$ cat src/rtl/regdec_pkg.sv
package regdec_pkg;

    // word indices inside the register area
    localparam int W_CTRL  = 0;
    localparam int W_STAT  = 1;
    localparam int W_COEF  = 2;
    localparam int W_CMD   = 3;
    localparam int W_TS_LO = 4;
    localparam int W_TS_HI = 5;

    // positions of the write-select lines
    localparam int S_CTRL  = 0;
    localparam int S_CMD   = 1;
    localparam int S_TS_LO = 2;
    localparam int S_TS_HI = 3;
    localparam int S_VAR0  = 4;

    // fixed select lines before the variant lines
    localparam int N_FIXED_SEL = 4;

    // depth of each strobe history
    localparam int HIST_W = 3;

endpackage

$ cat src/rtl/regdec_wr_decode.sv
module regdec_wr_decode
    import regdec_pkg::*;
#(
    parameter int IDX_W = 3,
    parameter int NVAR  = 2,
    parameter int SEL_W = 2,
    localparam int NSEL = N_FIXED_SEL + NVAR
) (
    input  logic [IDX_W-1:0] idx_i,
    input  logic [SEL_W-1:0] var_sel_i,
    output logic [NSEL-1:0]  wr_sel_o,
    output logic             wr_ok_o
);

    always_comb begin
        wr_sel_o = '0;
        wr_ok_o  = 1'b0;
        case (idx_i)
            IDX_W'(W_CTRL): begin
                wr_sel_o[S_CTRL] = 1'b1;
                wr_ok_o          = 1'b1;
            end
            IDX_W'(W_CMD): begin
                wr_sel_o[S_CMD] = 1'b1;
                wr_ok_o         = 1'b1;
            end
            IDX_W'(W_TS_LO): begin
                wr_sel_o[S_TS_LO] = 1'b1;
                wr_ok_o           = 1'b1;
            end
            IDX_W'(W_TS_HI): begin
                wr_sel_o[S_TS_HI] = 1'b1;
                wr_ok_o           = 1'b1;
            end
            IDX_W'(W_COEF): begin
                // forward the select of the variant the field names
                for (int v = 0; v < NVAR; v++) begin
                    if (var_sel_i == SEL_W'(v)) begin
                        wr_sel_o[S_VAR0 + v] = 1'b1;
                        wr_ok_o              = 1'b1;
                    end
                end
            end
            default: begin
                // status is read-only; other words are unmapped
            end
        endcase
    end

endmodule

$ cat src/rtl/regdec_rd_mux.sv
module regdec_rd_mux
    import regdec_pkg::*;
#(
    parameter int IDX_W  = 3,
    parameter int DATA_W = 32,
    parameter int STAT_W = 16,
    parameter int NVAR   = 2,
    parameter int SEL_W  = 2
) (
    input  logic [IDX_W-1:0]       idx_i,
    input  logic [SEL_W-1:0]       var_sel_i,
    input  logic [DATA_W-1:0]      ctrl_val_i,
    input  logic [STAT_W-1:0]      status_val_i,
    input  logic [NVAR*DATA_W-1:0] coef_vars_i,
    input  logic [2*DATA_W-1:0]    ts_val_i,
    output logic [DATA_W-1:0]      rd_data_o,
    output logic                   rd_ok_o
);

    always_comb begin
        rd_data_o = '0;
        rd_ok_o   = 1'b0;
        case (idx_i)
            IDX_W'(W_CTRL): begin
                rd_data_o = ctrl_val_i;
                rd_ok_o   = 1'b1;
            end
            IDX_W'(W_STAT): begin
                rd_data_o = DATA_W'(status_val_i);
                rd_ok_o   = 1'b1;
            end
            IDX_W'(W_COEF): begin
                for (int v = 0; v < NVAR; v++) begin
                    if (var_sel_i == SEL_W'(v)) begin
                        rd_data_o = coef_vars_i[v*DATA_W +: DATA_W];
                        rd_ok_o   = 1'b1;
                    end
                end
            end
            IDX_W'(W_TS_LO): begin
                rd_data_o = ts_val_i[0 +: DATA_W];
                rd_ok_o   = 1'b1;
            end
            IDX_W'(W_TS_HI): begin
                rd_data_o = ts_val_i[DATA_W +: DATA_W];
                rd_ok_o   = 1'b1;
            end
            default: begin
                // command word is write-only; the rest is unmapped
            end
        endcase
    end

endmodule

$ cat src/rtl/regdec_strobe_line.sv
module regdec_strobe_line
    import regdec_pkg::*;
#(
    parameter int DLY    = 0,
    parameter bit ERR_EN = 1'b1
) (
    input  logic clk_i,
    input  logic rst_ni,
    input  logic stb_i,
    input  logic ok_i,
    output logic done_o,
    output logic err_o
);

    typedef struct packed {
        logic [HIST_W-1:0] hist;
    } line_t;

    line_t line_d, line_q;

    always_comb begin
        line_d      = line_q;
        line_d.hist = {line_q.hist[HIST_W-2:0], stb_i};
    end

    always_ff @(posedge clk_i or negedge rst_ni) begin
        if (!rst_ni) line_q <= '0;
        else         line_q <= line_d;
    end

    logic tap;
    assign tap    = line_q.hist[DLY];
    assign done_o = tap & ok_i;

    generate
        if (ERR_EN) begin : g_err
            assign err_o = tap & ~ok_i;
        end else begin : g_no_err
            assign err_o = 1'b0;
        end
    endgenerate

    logic unused_msb;
    assign unused_msb = line_q.hist[HIST_W-1];

    // R6 on the read instance, R7 on the write instance
    assert_done_after_strobe_R6: assert property (@(posedge clk_i) disable iff (!rst_ni)
        done_o |-> $past(stb_i, DLY + 1));

    assert_err_after_strobe_R8: assert property (@(posedge clk_i) disable iff (!rst_ni)
        err_o |-> $past(stb_i, DLY + 1));

    assert_single_pulse_R6: assert property (@(posedge clk_i) disable iff (!rst_ni)
        (done_o && !$past(stb_i, DLY + 2)) |=> !done_o || $past(stb_i, DLY + 1));

endmodule

$ cat src/rtl/regdec_top.sv
module regdec_top
    import regdec_pkg::*;
#(
    parameter int AREA_BITS = 5,
    parameter int BYTE_BITS = 2,
    parameter int DATA_W    = 32,
    parameter int STAT_W    = 16,
    parameter int NVAR      = 2,
    parameter int SEL_W     = 2,
    parameter int SEL_LSB   = 4,
    parameter int RD_DLY    = 2,
    parameter int WR_DLY    = 1,
    parameter bit ERR_EN    = 1'b1,
    localparam int IDX_W    = AREA_BITS - BYTE_BITS,
    localparam int NSEL     = N_FIXED_SEL + NVAR
) (
    input  logic                   clk_i,
    input  logic                   rst_ni,
    input  logic [AREA_BITS-1:0]   rd_addr_i,
    input  logic [AREA_BITS-1:0]   wr_addr_i,
    input  logic                   rd_stb_i,
    input  logic                   wr_stb_i,
    input  logic [DATA_W-1:0]      ctrl_val_i,
    input  logic [STAT_W-1:0]      status_val_i,
    input  logic [NVAR*DATA_W-1:0] coef_vars_i,
    input  logic [2*DATA_W-1:0]    ts_val_i,
    output logic [NSEL-1:0]        wr_sel_o,
    output logic [DATA_W-1:0]      rd_data_o,
    output logic                   rd_ok_o,
    output logic                   wr_ok_o,
    output logic                   rd_done_o,
    output logic                   rd_err_o,
    output logic                   wr_done_o,
    output logic                   wr_err_o
);

    logic [IDX_W-1:0] rd_idx, wr_idx;
    logic [SEL_W-1:0] var_sel;
    logic             unused_byte_bits;

    assign rd_idx  = rd_addr_i[AREA_BITS-1:BYTE_BITS];
    assign wr_idx  = wr_addr_i[AREA_BITS-1:BYTE_BITS];
    assign var_sel = ctrl_val_i[SEL_LSB +: SEL_W];
    assign unused_byte_bits = ^{rd_addr_i[BYTE_BITS-1:0], wr_addr_i[BYTE_BITS-1:0]};

    regdec_wr_decode #(
        .IDX_W (IDX_W),
        .NVAR  (NVAR),
        .SEL_W (SEL_W)
    ) u_wr_dec (
        .idx_i     (wr_idx),
        .var_sel_i (var_sel),
        .wr_sel_o  (wr_sel_o),
        .wr_ok_o   (wr_ok_o)
    );

    regdec_rd_mux #(
        .IDX_W  (IDX_W),
        .DATA_W (DATA_W),
        .STAT_W (STAT_W),
        .NVAR   (NVAR),
        .SEL_W  (SEL_W)
    ) u_rd_mux (
        .idx_i        (rd_idx),
        .var_sel_i    (var_sel),
        .ctrl_val_i   (ctrl_val_i),
        .status_val_i (status_val_i),
        .coef_vars_i  (coef_vars_i),
        .ts_val_i     (ts_val_i),
        .rd_data_o    (rd_data_o),
        .rd_ok_o      (rd_ok_o)
    );

    regdec_strobe_line #(.DLY(RD_DLY), .ERR_EN(ERR_EN)) u_rd_line (
        .clk_i  (clk_i),
        .rst_ni (rst_ni),
        .stb_i  (rd_stb_i),
        .ok_i   (rd_ok_o),
        .done_o (rd_done_o),
        .err_o  (rd_err_o)
    );

    regdec_strobe_line #(.DLY(WR_DLY), .ERR_EN(ERR_EN)) u_wr_line (
        .clk_i  (clk_i),
        .rst_ni (rst_ni),
        .stb_i  (wr_stb_i),
        .ok_i   (wr_ok_o),
        .done_o (wr_done_o),
        .err_o  (wr_err_o)
    );

    assert_wrsel_onehot_R1: assert property (@(posedge clk_i) disable iff (!rst_ni)
        $onehot0(wr_sel_o));

    assert_wrsel_implies_ok_R2: assert property (@(posedge clk_i) disable iff (!rst_ni)
        (wr_sel_o != '0) |-> wr_ok_o);

    assert_bad_read_zero_R5: assert property (@(posedge clk_i) disable iff (!rst_ni)
        !rd_ok_o |-> (rd_data_o == '0));

    assert_bad_variant_R3: assert property (@(posedge clk_i) disable iff (!rst_ni)
        (var_sel >= SEL_W'(NVAR)) |-> (wr_sel_o[NSEL-1:S_VAR0] == '0));

endmodule

$ cat config.mk
export PLATFORM = sky130hd
export DESIGN_NAME = regdec_top
export DESIGN_NICKNAME = d
export VERILOG_FILES = /design/src/rtl/regdec_pkg.sv /design/src/rtl/regdec_wr_decode.sv /design/src/rtl/regdec_rd_mux.sv /design/src/rtl/regdec_strobe_line.sv /design/src/rtl/regdec_top.sv
export SDC_FILE = /design/constraint.sdc
export NUM_CORES = 1
export LEC_CHECK = 0
export ABC_AREA = 1
export CAP_MARGIN = 20
export CELL_PAD_IN_SITES_DETAIL_PLACEMENT = 0
export CELL_PAD_IN_SITES_GLOBAL_PLACEMENT = 1
export CORE_AREA = 2 2 119 121
export DETAILED_ROUTE_END_ITERATION = 7
export DIE_AREA = 0 0 121 123
export GPL_TIMING_DRIVEN = 0
export HOLD_SLACK_MARGIN = 0.05
export PLACE_DENSITY = 0.8
export SLEW_MARGIN = 10
export SYNTH_ARGS = -nofsm -noshare
export SYNTH_HDL_FRONTEND = slang
export SYNTH_SLANG_ARGS = --single-unit
$ cat constraint.sdc
create_clock -name clk_i -period 1.9 [get_ports clk_i]
set_input_delay 0.38 -clock clk_i [delete_from_list [all_inputs] [get_ports clk_i]]
set_output_delay 0.38 -clock clk_i [all_outputs]
set_load 0.01 [all_outputs]
# ---- Word level (Yosys, flattened, before mapping)
# Cells that the tools add are included.
# W data, S select, Z words.
dict set report totals {
  elab_cells 35
  register_bits 5
}
dict set report op_classes {
  eq_ne 9
  muxes 13
  n_reduce_logical 5
  bitwise_logic 6
}
# operator count
set ops {}
lappend ops {{$pmux W32 S5} 1}
lappend ops {{$mux W32} 2}
lappend ops {{$eq A3 B3 Y1 const B} 4}
lappend ops {{$eq A3 B2 Y1 const B} 3}
lappend ops {{$reduce_or A4 Y1} 2}
lappend ops {{$mux W1} 7}
lappend ops {{$logic_not A3 Y1} 2}
lappend ops {{$and A1 B1 Y1} 4}
lappend ops {{$pmux W1 S2} 2}
lappend ops {{$eq A3 B1 Y1 const B} 1}
lappend ops {{$eq A2 B1 Y1 const B} 1}
lappend ops {{$logic_not A2 Y1} 1}
lappend ops {{$mux W2} 1}
lappend ops {{$not A1 Y1} 2}

# ---- Depth between registers and ports, before layout
# Gate-level depths: netlist of the first run.
dict set report logic_depth {
  depth_word 6
  ltp_mapped 7
}

# ---- Hierarchy
# Synthesis of the first run repeated with hierarchy kept, for this count alone.
dict set report unflattened {
  cells_unflattened 431
  hier_area_um2 2053.2
}
# module area_per_inst_um2 instances seq_area_each_um2 cells_per_inst
set by_module_without_submodules {}
lappend by_module_without_submodules {regdec_rd_mux 1814.2 1 0.0 401}
lappend by_module_without_submodules {{regdec_strobe_line (u_rd_line)} 92.6 1 75.1 7}
lappend by_module_without_submodules {regdec_wr_decode 78.8 1 0.0 17}
lappend by_module_without_submodules {{regdec_strobe_line (u_wr_line)} 67.6 1 50.0 6}

# ---- Least setup slack after synthesis of the first run
# Ideal clock, no wire load.
dict set report synth_timing {
  kind {input to output}
  from {input port rd_addr_i[2]}
  to {output port rd_data_o[10]}
  n_path_buf 2
  slack_ns 0.267
  path_stages 7
  arrival_ns 1.253
  cell_sequence {buf_4 > nor2_1 > buf_4 > nand3_1 > nand2_1 > nor2_1 > nand2_1}
}
dict set report synth_via {
  elab_chain_len 2
}
# element line
set synth_rtl {}
lappend synth_rtl {{start, declared} regdec_top.sv:19} ;# input logic [AREA_BITS-1:0] rd_addr_i,
lappend synth_rtl {{$eq A3 B3 Y1, or another cell as far along} regdec_rd_mux.sv:23} ;# case (idx_i)
lappend synth_rtl {{$pmux W32 S5 (*)} regdec_rd_mux.sv:23}
lappend synth_rtl {{end, declared} regdec_top.sv:28} ;# output logic [DATA_W-1:0] rd_data_o,
# Every way passes the cells marked *; elsewhere a longest branch is shown, timed or not.

# ---- Final worst setup path of the first run
dict set report layout_timing {
  from {input port wr_addr_i[3]}
  to {output port wr_sel_o[5]}
}
dict set report layout_via {
  elab_chain_len 2
}
# element line
set layout_rtl {}
lappend layout_rtl {{start, declared} regdec_top.sv:20} ;# input logic [AREA_BITS-1:0] wr_addr_i,
lappend layout_rtl {{$eq A3 B2 Y1} regdec_wr_decode.sv:18} ;# case (idx_i)
lappend layout_rtl {{$mux W2} regdec_wr_decode.sv:18}
lappend layout_rtl {{end, declared} regdec_top.sv:27} ;# output logic [NSEL-1:0] wr_sel_o,
# Every way passes these cells.

==> results_dict.tcl, run 1 <==
set metrics [dict create \
    status "finished clean" \
    drive_above_1_share_pct 15.88 \
    synthArstFlopShare_pct 100.0 \
    die_w_um 121 \
    max_stage_delay_ns 0.50 \
    htree_num_levels 1 \
    synth_top_area_share_pct 33.87 \
    drc_errors 0 \
    io_buffers 226 \
    path_cells "clkdlybuf4s50_1 -> inv_2 -> nor2_2 -> nand2_1 -> nor2_1 -> dlygate4sd2_1" \
    core_um2 13610 \
    holdPathStages 0 \
    hold_viol 0 \
    finalPower_uw 1453 \
    dp_hpwl_um 10860 \
    grt_use_total_pct 17.19 \
    holdBufCountCts 0 \
    die_area_um2 14880 \
    boundaryPins 234 \
    maxCapViolCount 0 \
    avgSynthCellArea_um2 4.712 \
    cts-root-buf "clkbuf_16" \
    final_nets 871 \
    powerDensity_nw_per_um2 294.8 \
    grt_pass1_vias 3787 \
    synth_ff_type "dfrtp_1" \
    start_util_pct 14.82 \
    max_freq_mhz 538.5 \
    fin_crit_ns 1.857 \
    syn_nets 618 \
    cts-buffers-inserted 3 \
    slew_violations 0 \
    synth_cell_types 16 \
    grt_antenna_before_repair 0 \
    power.leakage_uw 0.002397 \
    crit_slowest_cell "clkdlybuf4s50_1" \
    fin_util_pct 36.22 \
    worstPathArrival_ns 1.48 \
    reg2reg_depth 0 \
    fp-row-count 43 \
    dr.pass1.iters 5 \
    netlist_top_cells_area "nand2_1, nand3_1, nand4_1, dfrtp_1, nor2_1" \
    ys_seq_elements 5 \
    yosysMostFrequentCell "nand2_1" \
    ys_seq_area_share_pct 6.203 \
    n_antenna_cell 0 \
    r2r-start "u_rd_line.line_q[0]$_DFF_PN0_" \
    vias_per_cell 4.447 \
    routed_wl_um 13650 \
    finalSetupViolations 0 \
    vdd_drop_max_mv 0.4902 \
    cts_tree "done" \
    synth_area_um2 2017 \
    clkLatencyLatePin_ns 0.23 \
    die_y_um 123 \
    synth-edff-count 0 \
    setup_ws_ns 0.04287 \
    synth_cells 428 \
    clk_path_buf_depth 2 \
    grt_pass1_wl_um 20150 \
    gp_congestion 0.8399 \
    ys_top_cells_by_count "nand2_1, nand3_1, nand4_1, nor2_1, inv_1" \
    relSlewSlack_pct 85.20 \
    r2r_end "u_rd_line.line_q[1]$_DFF_PN0_" \
    dp_slack_ns -1.261 \
    drt_iter0_markers 175 \
    min_to "u_rd_line.line_q[2]$_DFF_PN0_" \
    clock_sinks 5 \
    yosys.area.top_type "nand2_1" \
    grt_max_degree 11 \
    post-route-period-util_pct 97.74 \
    rrSetupSlack_ns 1.43 \
    cp-end-kind "output port" \
    wire_per_inst_um 15.87 \
    worst_pin_slew_ns 0.2205 \
    ant_nets 0 \
    worstHoldPathType "flip-flop to flip-flop" \
    grt.overflow.total 0 \
    start_kind "input port" \
    path_max_fanout 4 \
    setup-tns-final_ns 0 \
    route.vias.total 3824 \
    fin_skew_ns 0.00003920 \
    clk_pin_slew_ns 0.03 \
    syn_to_final_growth_pct 144.4 \
    holdCritStartpoint "u_rd_line.line_q[1]$_DFF_PN0_" \
    crit_type "input port to output port" \
    yosysWarnings 0 \
    crit_required_ns 1.52 \
]
[where the power goes]
group | internal [µW] | switching, µW | total [µW]
clock network | 278 | 72.8 | 351
logic | 571 | 417 | 988
registers | 113 | 1.81 | 114
[state kept, by name (all words and copies together) (netlist names)]
| name | count |
|---|---|
| u_rd_line.line_q | 3 |
| u_wr_line.line_q | 2 |
[per-stage QoR]
step           hold WS [ns]  area, µm²  instances
6_report             0.3490       4930        860
5_1_grt              0.3528       4930        860
4_1_cts              0.3522       4940        860
3_5_place_dp         0.3386       4504        834
3_3_place_gp         0.3411       4504        834
2_1_floorplan       0.08441       2017        428
[worst max-delay path: cells and delay by family]
| family | cells | cell delay (ns) |
|---|---|---|
| buf+inv | 3 | 0.84 |
| simple gates | 3 | 0.26 |
[cells by family after synthesis]
family | count (synthesis) | synth area share [%]
AOI/OAI and AO/OA | 4 | 0.9926
buffers and inverters | 63 | 13.21
DFF | 5 | 6.203
and+or+nand+nor | 356 | 79.59
[routing by layer]
layer	up-vias	part of all wire (%)	track usage (%)	wire, µm
met1	1721	44	22.41	5939
met4	0	1.3	3.125	174
li1	1936	-	-	-
met2	156	48	30.23	6535
met3	11	7.3	2.629	999
met5	-	0	0	0
[cell usage in the layout, fill, tap and decap left out, types with 4 or more instances in the layout]
| master | n |
|---|---|
| nand2_1 | 181 |
| clkdlybuf4s50_1 | 179 |
| nand3_1 | 96 |
| nand4_1 | 48 |
| buf_4 | 23 |
| buf_2 | 21 |
| inv_1 | 19 |
| nor2_1 | 17 |
| buf_6 | 14 |
| dlygate4sd2_1 | 14 |
| clkbuf_2 | 11 |
| clkbuf_4 | 7 |
| clkdlybuf4s15_1 | 7 |
| nor2_2 | 5 |
| dfrtp_1 | 5 |
| buf_8 | 4 |
| clkbuf_16 | 4 |
[how the worst max path moves through the flow]
stage / from / to / cells after the start
floorplan: rd_addr_i[2] / rd_data_o[10] / 7
global placement: rd_addr_i[3] / rd_data_o[24] / 8
detailed placement: rd_addr_i[3] / rd_data_o[16] / 7
CTS: wr_addr_i[2] / wr_err_o / 6
global route: wr_addr_i[3] / wr_done_o / 6
finish: wr_addr_i[3] / wr_sel_o[5] / 6
[final cells by class]
type,instances,area [µm²]
buffer,39,361.6
clock buffer,4,78.83
sequential,5,125.1
timing repair buffer,248,2364
fill,1534,8682
multi-input combinational,360,1670
tap,180,225.2
inverter,24,105.1
[timing repair]
item / in CTS / in global routing
endpoints found under the setup margin: 44 / 28
pin swaps: 8 / 4
gates cloned: 1 / 0
buffers inserted: 22 / 1
gates resized for setup: 203 / 26
Power figures use the tool's default switching activity.
==> run 2: changes to the inputs <==
--- a/config.mk
+++ b/config.mk
@@ -12,6 +12,7 @@
 export CORE_AREA = 2 2 119 121
 export DETAILED_ROUTE_END_ITERATION = 7
 export DIE_AREA = 0 0 121 123
+export GPL_ROUTABILITY_DRIVEN = 0
 export GPL_TIMING_DRIVEN = 0
 export HOLD_SLACK_MARGIN = 0.05
 export PLACE_DENSITY = 0.8
==> results of run 2 <==
No change in the layout: final DEF, timing and power equal those of run 1.
